[config.mk]
export PLATFORM = sky130hd
export DESIGN_NAME = chsel_ser_ctrl
export DESIGN_NICKNAME = d
export VERILOG_FILES = /design/src/rtl/chsel_ser_ctrl.sv
export SDC_FILE = /design/constraint.sdc
export NUM_CORES = 1
export LEC_CHECK = 0
export ABC_AREA = 1
export ABC_CLOCK_PERIOD_IN_PS = 1200
export BUFFER_PORTS_ARGS = -buffer_cell sky130_fd_sc_hd__buf_2
export CORE_ASPECT_RATIO = 1.4
export CORE_MARGIN = 2
export CORE_UTILIZATION = 35
export DETAILED_ROUTE_END_ITERATION = 8
export MAX_ROUTING_LAYER = met4
export PLACE_DENSITY_LB_ADDON = 0.1
export SYNTH_ARGS = -nofsm -noshare
export SYNTH_HDL_FRONTEND = slang
export SYNTH_SLANG_ARGS = --single-unit
[constraint.sdc]
create_clock -name clk -period 1.2 [get_ports clk]
set_input_delay 0.06 -clock clk [delete_from_list [all_inputs] [get_ports clk]]
set_output_delay 0.06 -clock clk [all_outputs]
set_load 0.01 [all_outputs]
[src/rtl/chsel_ser_ctrl.sv]
module chsel_ser_ctrl #(
  parameter int NCH  = 8,
  parameter int TON  = 5,
  parameter int TOFF = 2
) (
  input  logic           clk,
  input  logic           rst_n,
  input  logic           cs,
  input  logic           d1_in,
  output logic           d1_out,
  output logic           d1_oe,
  input  logic           d2_in,
  output logic           d2_out,
  output logic           d2_oe,
  output logic [NCH-1:0] sw_en
);
  localparam int SELW  = $clog2(NCH);
  localparam int WORDW = SELW + 1;
  localparam int CW    = $clog2(TON + 1);

  logic [WORDW-1:0] sr, shadow;
  logic [NCH-1:0]   dec;
  logic [CW-1:0]    cnt;
  logic             cs_q, seen, run;
  logic             fall;

  assign fall   = cs_q & ~cs;
  assign d2_out = sr[WORDW-1];
  assign d1_out = d2_in;
  assign d2_oe  = seen & cs;
  assign d1_oe  = seen & ~cs;

  always_comb begin
    dec = '0;
    if (shadow[WORDW-1]) dec[shadow[SELW-1:0]] = 1'b1;
  end

  always_ff @(posedge clk or negedge rst_n) begin
    if (!rst_n) begin
      cs_q <= 1'b0;
      seen <= 1'b0;
      sr   <= '0;
    end else begin
      cs_q <= cs;
      seen <= 1'b1;
      if (cs) sr <= {sr[WORDW-2:0], d1_in};
    end
  end

  always_ff @(posedge clk or negedge rst_n) begin
    if (!rst_n) begin
      shadow <= '0;
      cnt    <= '0;
      run    <= 1'b0;
      sw_en  <= '0;
    end else if (fall) begin
      shadow <= sr;
      cnt    <= CW'(1);
      run    <= 1'b1;
    end else if (run) begin
      cnt <= cnt + CW'(1);
      if (cnt == CW'(TOFF)) sw_en <= '0;
      if (cnt == CW'(TON)) begin
        sw_en <= dec;
        run   <= 1'b0;
      end
    end
  end

  p_onehot_r3: assert property (@(posedge clk) disable iff (!rst_n)
    $onehot0(sw_en));

  p_bbm_gap_r4: assert property (@(posedge clk) disable iff (!rst_n)
    (sw_en != '0 && $past(sw_en) != '0) |-> sw_en == $past(sw_en));

  p_hold_out_r5: assert property (@(posedge clk) disable iff (!rst_n)
    !run |=> $stable(sw_en));

  p_hold_shadow_r5: assert property (@(posedge clk) disable iff (!rst_n)
    cs |=> $stable(shadow));

  p_chain_out_r2: assert property (@(posedge clk) disable iff (!rst_n)
    $past(cs) |-> d2_out == $past(sr[WORDW-2]));

endmodule

== Yosys cells after proc, flatten, opt, wreduce, memory -nomap -nowiden ==
Cells that the tools add are included.
W data, S select, Z words.
Storage, ports and cells
  register bits: 22
  input bits: 5
  output and inout bits: 12
  word-level logic and storage cells: 31
Operators by class
  add/sub/neg operators: 1
  order comparisons: 2
  eq/ne operators: 2
  multiplexer cells: 10
  bitwise logic cells: 5
  reductions and logical operators: 4
Operator list (count)
  $mux W8: 3
  $mux W3: 2
  $lt A3 B4 Y1 const B: 1
  $mux W1: 4
  $reduce_bool A2 Y1: 2
  $add A3 B1 Y3 const B: 1
  $and A1 B1 Y1: 3
  $demux W1 S3: 1
  $eq A3 B2 Y1 const B: 1
  $eq A3 B3 Y1 const B: 1
  $ge A3 B1 Y1 const B: 1
  $reduce_and A3 Y1: 1
  $not A1 Y1: 2
  $logic_and A1 B1 Y1: 1

== Longest topological paths before layout ==
  word-level depth: 6
  depth in mapped cells: 8
  mapped depth without buffers: 8

== Least setup slack after synthesis ==
No wires, ideal clock.
  kind: reg2reg
  start point: reg cnt[0]
  end point: reg sw_en[0]
  setup time: 0.116 ns
  data arrival time: 0.964 ns
  required time: 1.084 ns
  slack: 0.119 ns
  stages on the path, launching flop included: 8
  buffers on the path: 0
  clock period less this slack: 1.081 ns
  cells stage by stage: dfrtp_1 > ha_1 > inv_1 > nand2_1 > nand2_2 > nor2_8 > nand2_1 > nand2_1
On the way
  word-level cells in the longest chain between the ends: 3
  elaborated cells on any way between the ends: 5
  those cells by class: eq/ne: 2; mux: 1; reduce/logical: 2
RTL lines
  start, declared: line 23  | logic [CW-1:0] cnt;
  start signal, assigned: line 61  | cnt <= cnt + CW'(1);
  $eq A3 B2 Y1 / $eq A3 B3 Y1 (equally long branches): line 62, 63
  $reduce_bool A2 Y1 (no source line)
  $reduce_and A3 Y1 (no source line)
  end signal, assigned: line 55  | sw_en <= '0;
  end signal, assigned: line 62  | if (cnt == CW'(TOFF)) sw_en <= '0;
  end signal, assigned: line 64  | sw_en <= dec;
  end, declared: line 15  | output logic [NCH-1:0] sw_en
Several ways; a longest one is shown, not always the timed one.
A chain may end at the register's enable or synchronous reset.

== Worst setup path in the final report ==
  start point: reg cnt[1]
  end point: reg sw_en[2]
The elaborated chain is that of the path after synthesis.

==> impl_metrics.env <==
export IMPL_status="completed"
export IMPL_syn_area_cell_um2=8.19
export IMPL_drt_pass1_iter_count=4
export IMPL_via_count=770
export IMPL_routedWlPerCell_um=9.38
export IMPL_final_net_count=154
export IMPL_ys_seq_elements=22
export IMPL_post_synth_num_cell_types=16
export IMPL_net_count_after_synthesis=134
export IMPL_synth_top_cells_by_area="sky130_fd_sc_hd__dfrtp_1 53%, sky130_fd_sc_hd__nand2_1 17%, sky130_fd_sc_hd__o21ai_0 5.3%, sky130_fd_sc_hd__inv_1 5.1%, sky130_fd_sc_hd__nor2_1 4.0%"
export IMPL_cell_with_the_most_instances_after_synthesis="sky130_fd_sc_hd__nand2_1"
export IMPL_flow_area_growth_from_synthesis_pct=19.5
export IMPL_grt_first_pass_wirelength_um=3200
export IMPL_floorplan_die_area_mm2=0.00341
export IMPL_dominantRegCellSynth="sky130_fd_sc_hd__dfrtp_1"
export IMPL_path_max_fanout=8
export IMPL_layout_setup_ws_ns=0.0248
export IMPL_clock_tree_buffer_depth=2
export IMPL_die_width_um=49.9
export IMPL_pin_count=17
export IMPL_met2WireLength_um=853
export IMPL_synth_enable_flop_cells=0
export IMPL_clock_sinks=22
export IMPL_detail_route_drc_violations=0
export IMPL_tritoncts_buffers=3
export IMPL_multi_input_area_um2=412
export IMPL_final_period_minus_worst_setup_slack_ns=1.18
export IMPL_cpMostUsedCell="sky130_fd_sc_hd__nand2_1"
export IMPL_fillerInstances=299
export IMPL_cts_root_buf="sky130_fd_sc_hd__clkbuf_8"
export IMPL_dieHeight_um=68.3
export IMPL_timing_critical_path_to_type="flop"
export IMPL_worst_path_max_stage_delay_ns=0.41
export IMPL_synthesis_area_mm2=0.00103
export IMPL_maxClockFrequency_mhz=851
export IMPL_min_period_over_period_pct=97.9
export IMPL_crit_arrival_ns=1.37
export IMPL_synth_top_area_share_pct=53.3
export IMPL_clkSlewWorstSetupHoldPaths_ns=0.08
export IMPL_critical_path_slowest_cell="sky130_fd_sc_hd__dfrtp_1"
export IMPL_syn_inst=126
export IMPL_m1WireLength_um=782
export IMPL_register_area_um2=551
export IMPL_maxUsedRoutingLayer="met4"
export IMPL_gp_routability_congestion=0.852
export IMPL_seq_area_frac_synth_pct=53.3
export IMPL_dp_cells=176
export IMPL_pre_cts_slack_ns=0.0303
export IMPL_yosys_warnings=0
export IMPL_ant_nets=0
export IMPL_worstSkewPairLatency_ns=0.25
export IMPL_routed_wl_um=1710
export IMPL_drt_first_iter_violations=18
export IMPL_fin_hold_ws_ns=0.0221
export IMPL_num_antenna_cells=0
export IMPL_io_buffer_count=14
export IMPL_design_core_area_mm2=0.00285
export IMPL_ir_drop_mv=0.712
export IMPL_max_cap_violations=0
export IMPL_wl_met3_um=56
export IMPL_min_path_type="input pin to flop"
export IMPL_layout_drive_gt1_share_pct=25.5
export IMPL_dp_final_hpwl_um=1310
export IMPL_ctsHtreeMaxLevel=1
export IMPL_fp_row_count=23
export IMPL_crit_chain="inv_1 > ha_2 > inv_1 > nand2_1 > nand2_2 > nor2_8 > nand2_1 > nand2_1"
export IMPL_overflow=0
export IMPL_number_of_antenna_violations_at_the_first_check_in_global_routing=0
export IMPL_grt_start_max_net_pins=23
export IMPL_final_cells=182
export IMPL_worst_path_required_ns=1.40
export IMPL_grt_pass1_vias=764
export IMPL_setup_worst_path_class="flop to flop"
export IMPL_grt_util_overall_pct=12.6
export IMPL_powerDensity_mw_per_mm2=1740
export IMPL_report_final_setup_viol=0
export IMPL_setup_repair_after_global_routing_missed_its_margin="true"
export IMPL_skew_ns=0.00125
export IMPL_via_per_inst=4.23
export IMPL_floorplan_initialDensity_pct=36.2
export IMPL_cellLeakagePower_uw=0.000694
export IMPL_number_of_pins_with_negative_max_slew_slack_in_the_final_report=0
export IMPL_hold_viol=0
export IMPL_critPathLaunchType="flop"
export IMPL_ys_async_sr_fraction_pct=100
export IMPL_synth_top_cells_by_count="47 x sky130_fd_sc_hd__nand2_1, 22 x sky130_fd_sc_hd__dfrtp_1, 14 x sky130_fd_sc_hd__inv_1, 11 x sky130_fd_sc_hd__nor2_1, 11 x sky130_fd_sc_hd__o21ai_0"
export IMPL_tritoncts="built"
export IMPL_synth_largest_area_cell="sky130_fd_sc_hd__dfrtp_1"
-- where the power goes --
part / switching (uW) / total, uW / internal (uW)
logic: 406 / 663 / 258
clock network: 224 / 516 / 292
registers: 115 / 971 / 856
-- final cells by class --
cell class	instances	area share [%]
sequential	22	44.6
inverter	18	5.48
tap	37	3.75
timing repair buffer	18	8.32
multi-input combinational	83	33.4
clock buffer	4	4.46
-- worst paths after layout --
check,start,end,slack (ns),depth (start not counted)
max reg2reg,cnt[1]$_DFFE_PN0P_,sw_en[2]$_DFFE_PN0P_,0.02,8
min reg2reg,sw_en[1]$_DFFE_PN0P_,sw_en[1]$_DFFE_PN0P_,0.48,2
max in group asynchronous,rst_n,cnt[1]$_DFFE_PN0P_,0.58,2
min in group asynchronous,rst_n,sw_en[1]$_DFFE_PN0P_,0.29,2
max,cnt[1]$_DFFE_PN0P_,sw_en[2]$_DFFE_PN0P_,0.02,8
min,d1_in,sr[0]$_DFFE_PN0P_,0.02,3
-- flip-flops by register name, indices dropped and copies added, names as in the netlist --
| signal | count |
|---|---|
| run | 1 |
| cnt | 3 |
| seen | 1 |
| shadow | 4 |
| sr | 4 |
| sw_en | 8 |
| cs_q | 1 |
-- critical path, delay by kind of cell (launching register included) --
family                     cells  cell delay, ns
adders and majority gates      1            0.18
and+or+nand+nor                5            0.41
DFF                            1            0.41
buffers and inverters          2            0.12
-- placed cells by master, fill, tap and decap left out --
cell / instances
sky130_fd_sc_hd__ha_1: 2
sky130_fd_sc_hd__buf_2: 14
sky130_fd_sc_hd__nor2_1: 9
sky130_fd_sc_hd__dfrtp_1: 22
sky130_fd_sc_hd__inv_2: 4
sky130_fd_sc_hd__a21oi_1: 2
sky130_fd_sc_hd__a21oi_2: 1
sky130_fd_sc_hd__nand2_4: 2
sky130_fd_sc_hd__nand3_1: 1
sky130_fd_sc_hd__inv_1: 14
sky130_fd_sc_hd__dlygate4sd3_1: 1
sky130_fd_sc_hd__ha_2: 1
sky130_fd_sc_hd__clkbuf_8: 4
sky130_fd_sc_hd__nor2_2: 2
sky130_fd_sc_hd__conb_1: 1
sky130_fd_sc_hd__buf_4: 3
sky130_fd_sc_hd__nand2_2: 5
sky130_fd_sc_hd__nand2_1: 45
sky130_fd_sc_hd__nor2_8: 1
sky130_fd_sc_hd__o21ai_0: 11
-- timing repair --
item                       4_1_cts  5_1_grt
resized for setup                0        6
hold buffers                     1        0
setup endpoints to repair        0        8
hold endpoints to repair        22        0
buffers inserted                 0        1
-- logic make-up (layout without fill, tap and decap cells) --
group,Yosys count,count (layout),synth area share [%]
AOI/OAI and AO/OA,14,14,7.15
adders and majority gates,3,3,3.64
buffers and inverters,21,40,8.48
DFF,22,22,53.3
other,1,1,0.363
and+or+nand+nor,65,65,27.0
-- per-stage QoR --
step | setup TNS, ns | utilization, % | cell area [um2] | total power [uW]
after floorplan | 0 | - | 1030 | 1440
after global placement | 0 | 40.1 | 1140 | 1590
after detailed placement | 0 | 40.1 | 1140 | 1610
after CTS | 0 | 42.4 | 1210 | 2140
after global routing | -0.514 | 43.3 | 1230 | 2330
final | 0 | 43.3 | 1230 | 2150
-- per-layer routing --
metal  up-vias  global-route usage [%]
met1       343                    14.3
met2        16                    21.8
li1        409                       -
met3         2                    2.62
met5         -                       -
met4         0                    5.21
No activity file was read; power rests on OpenSTA's default activity.
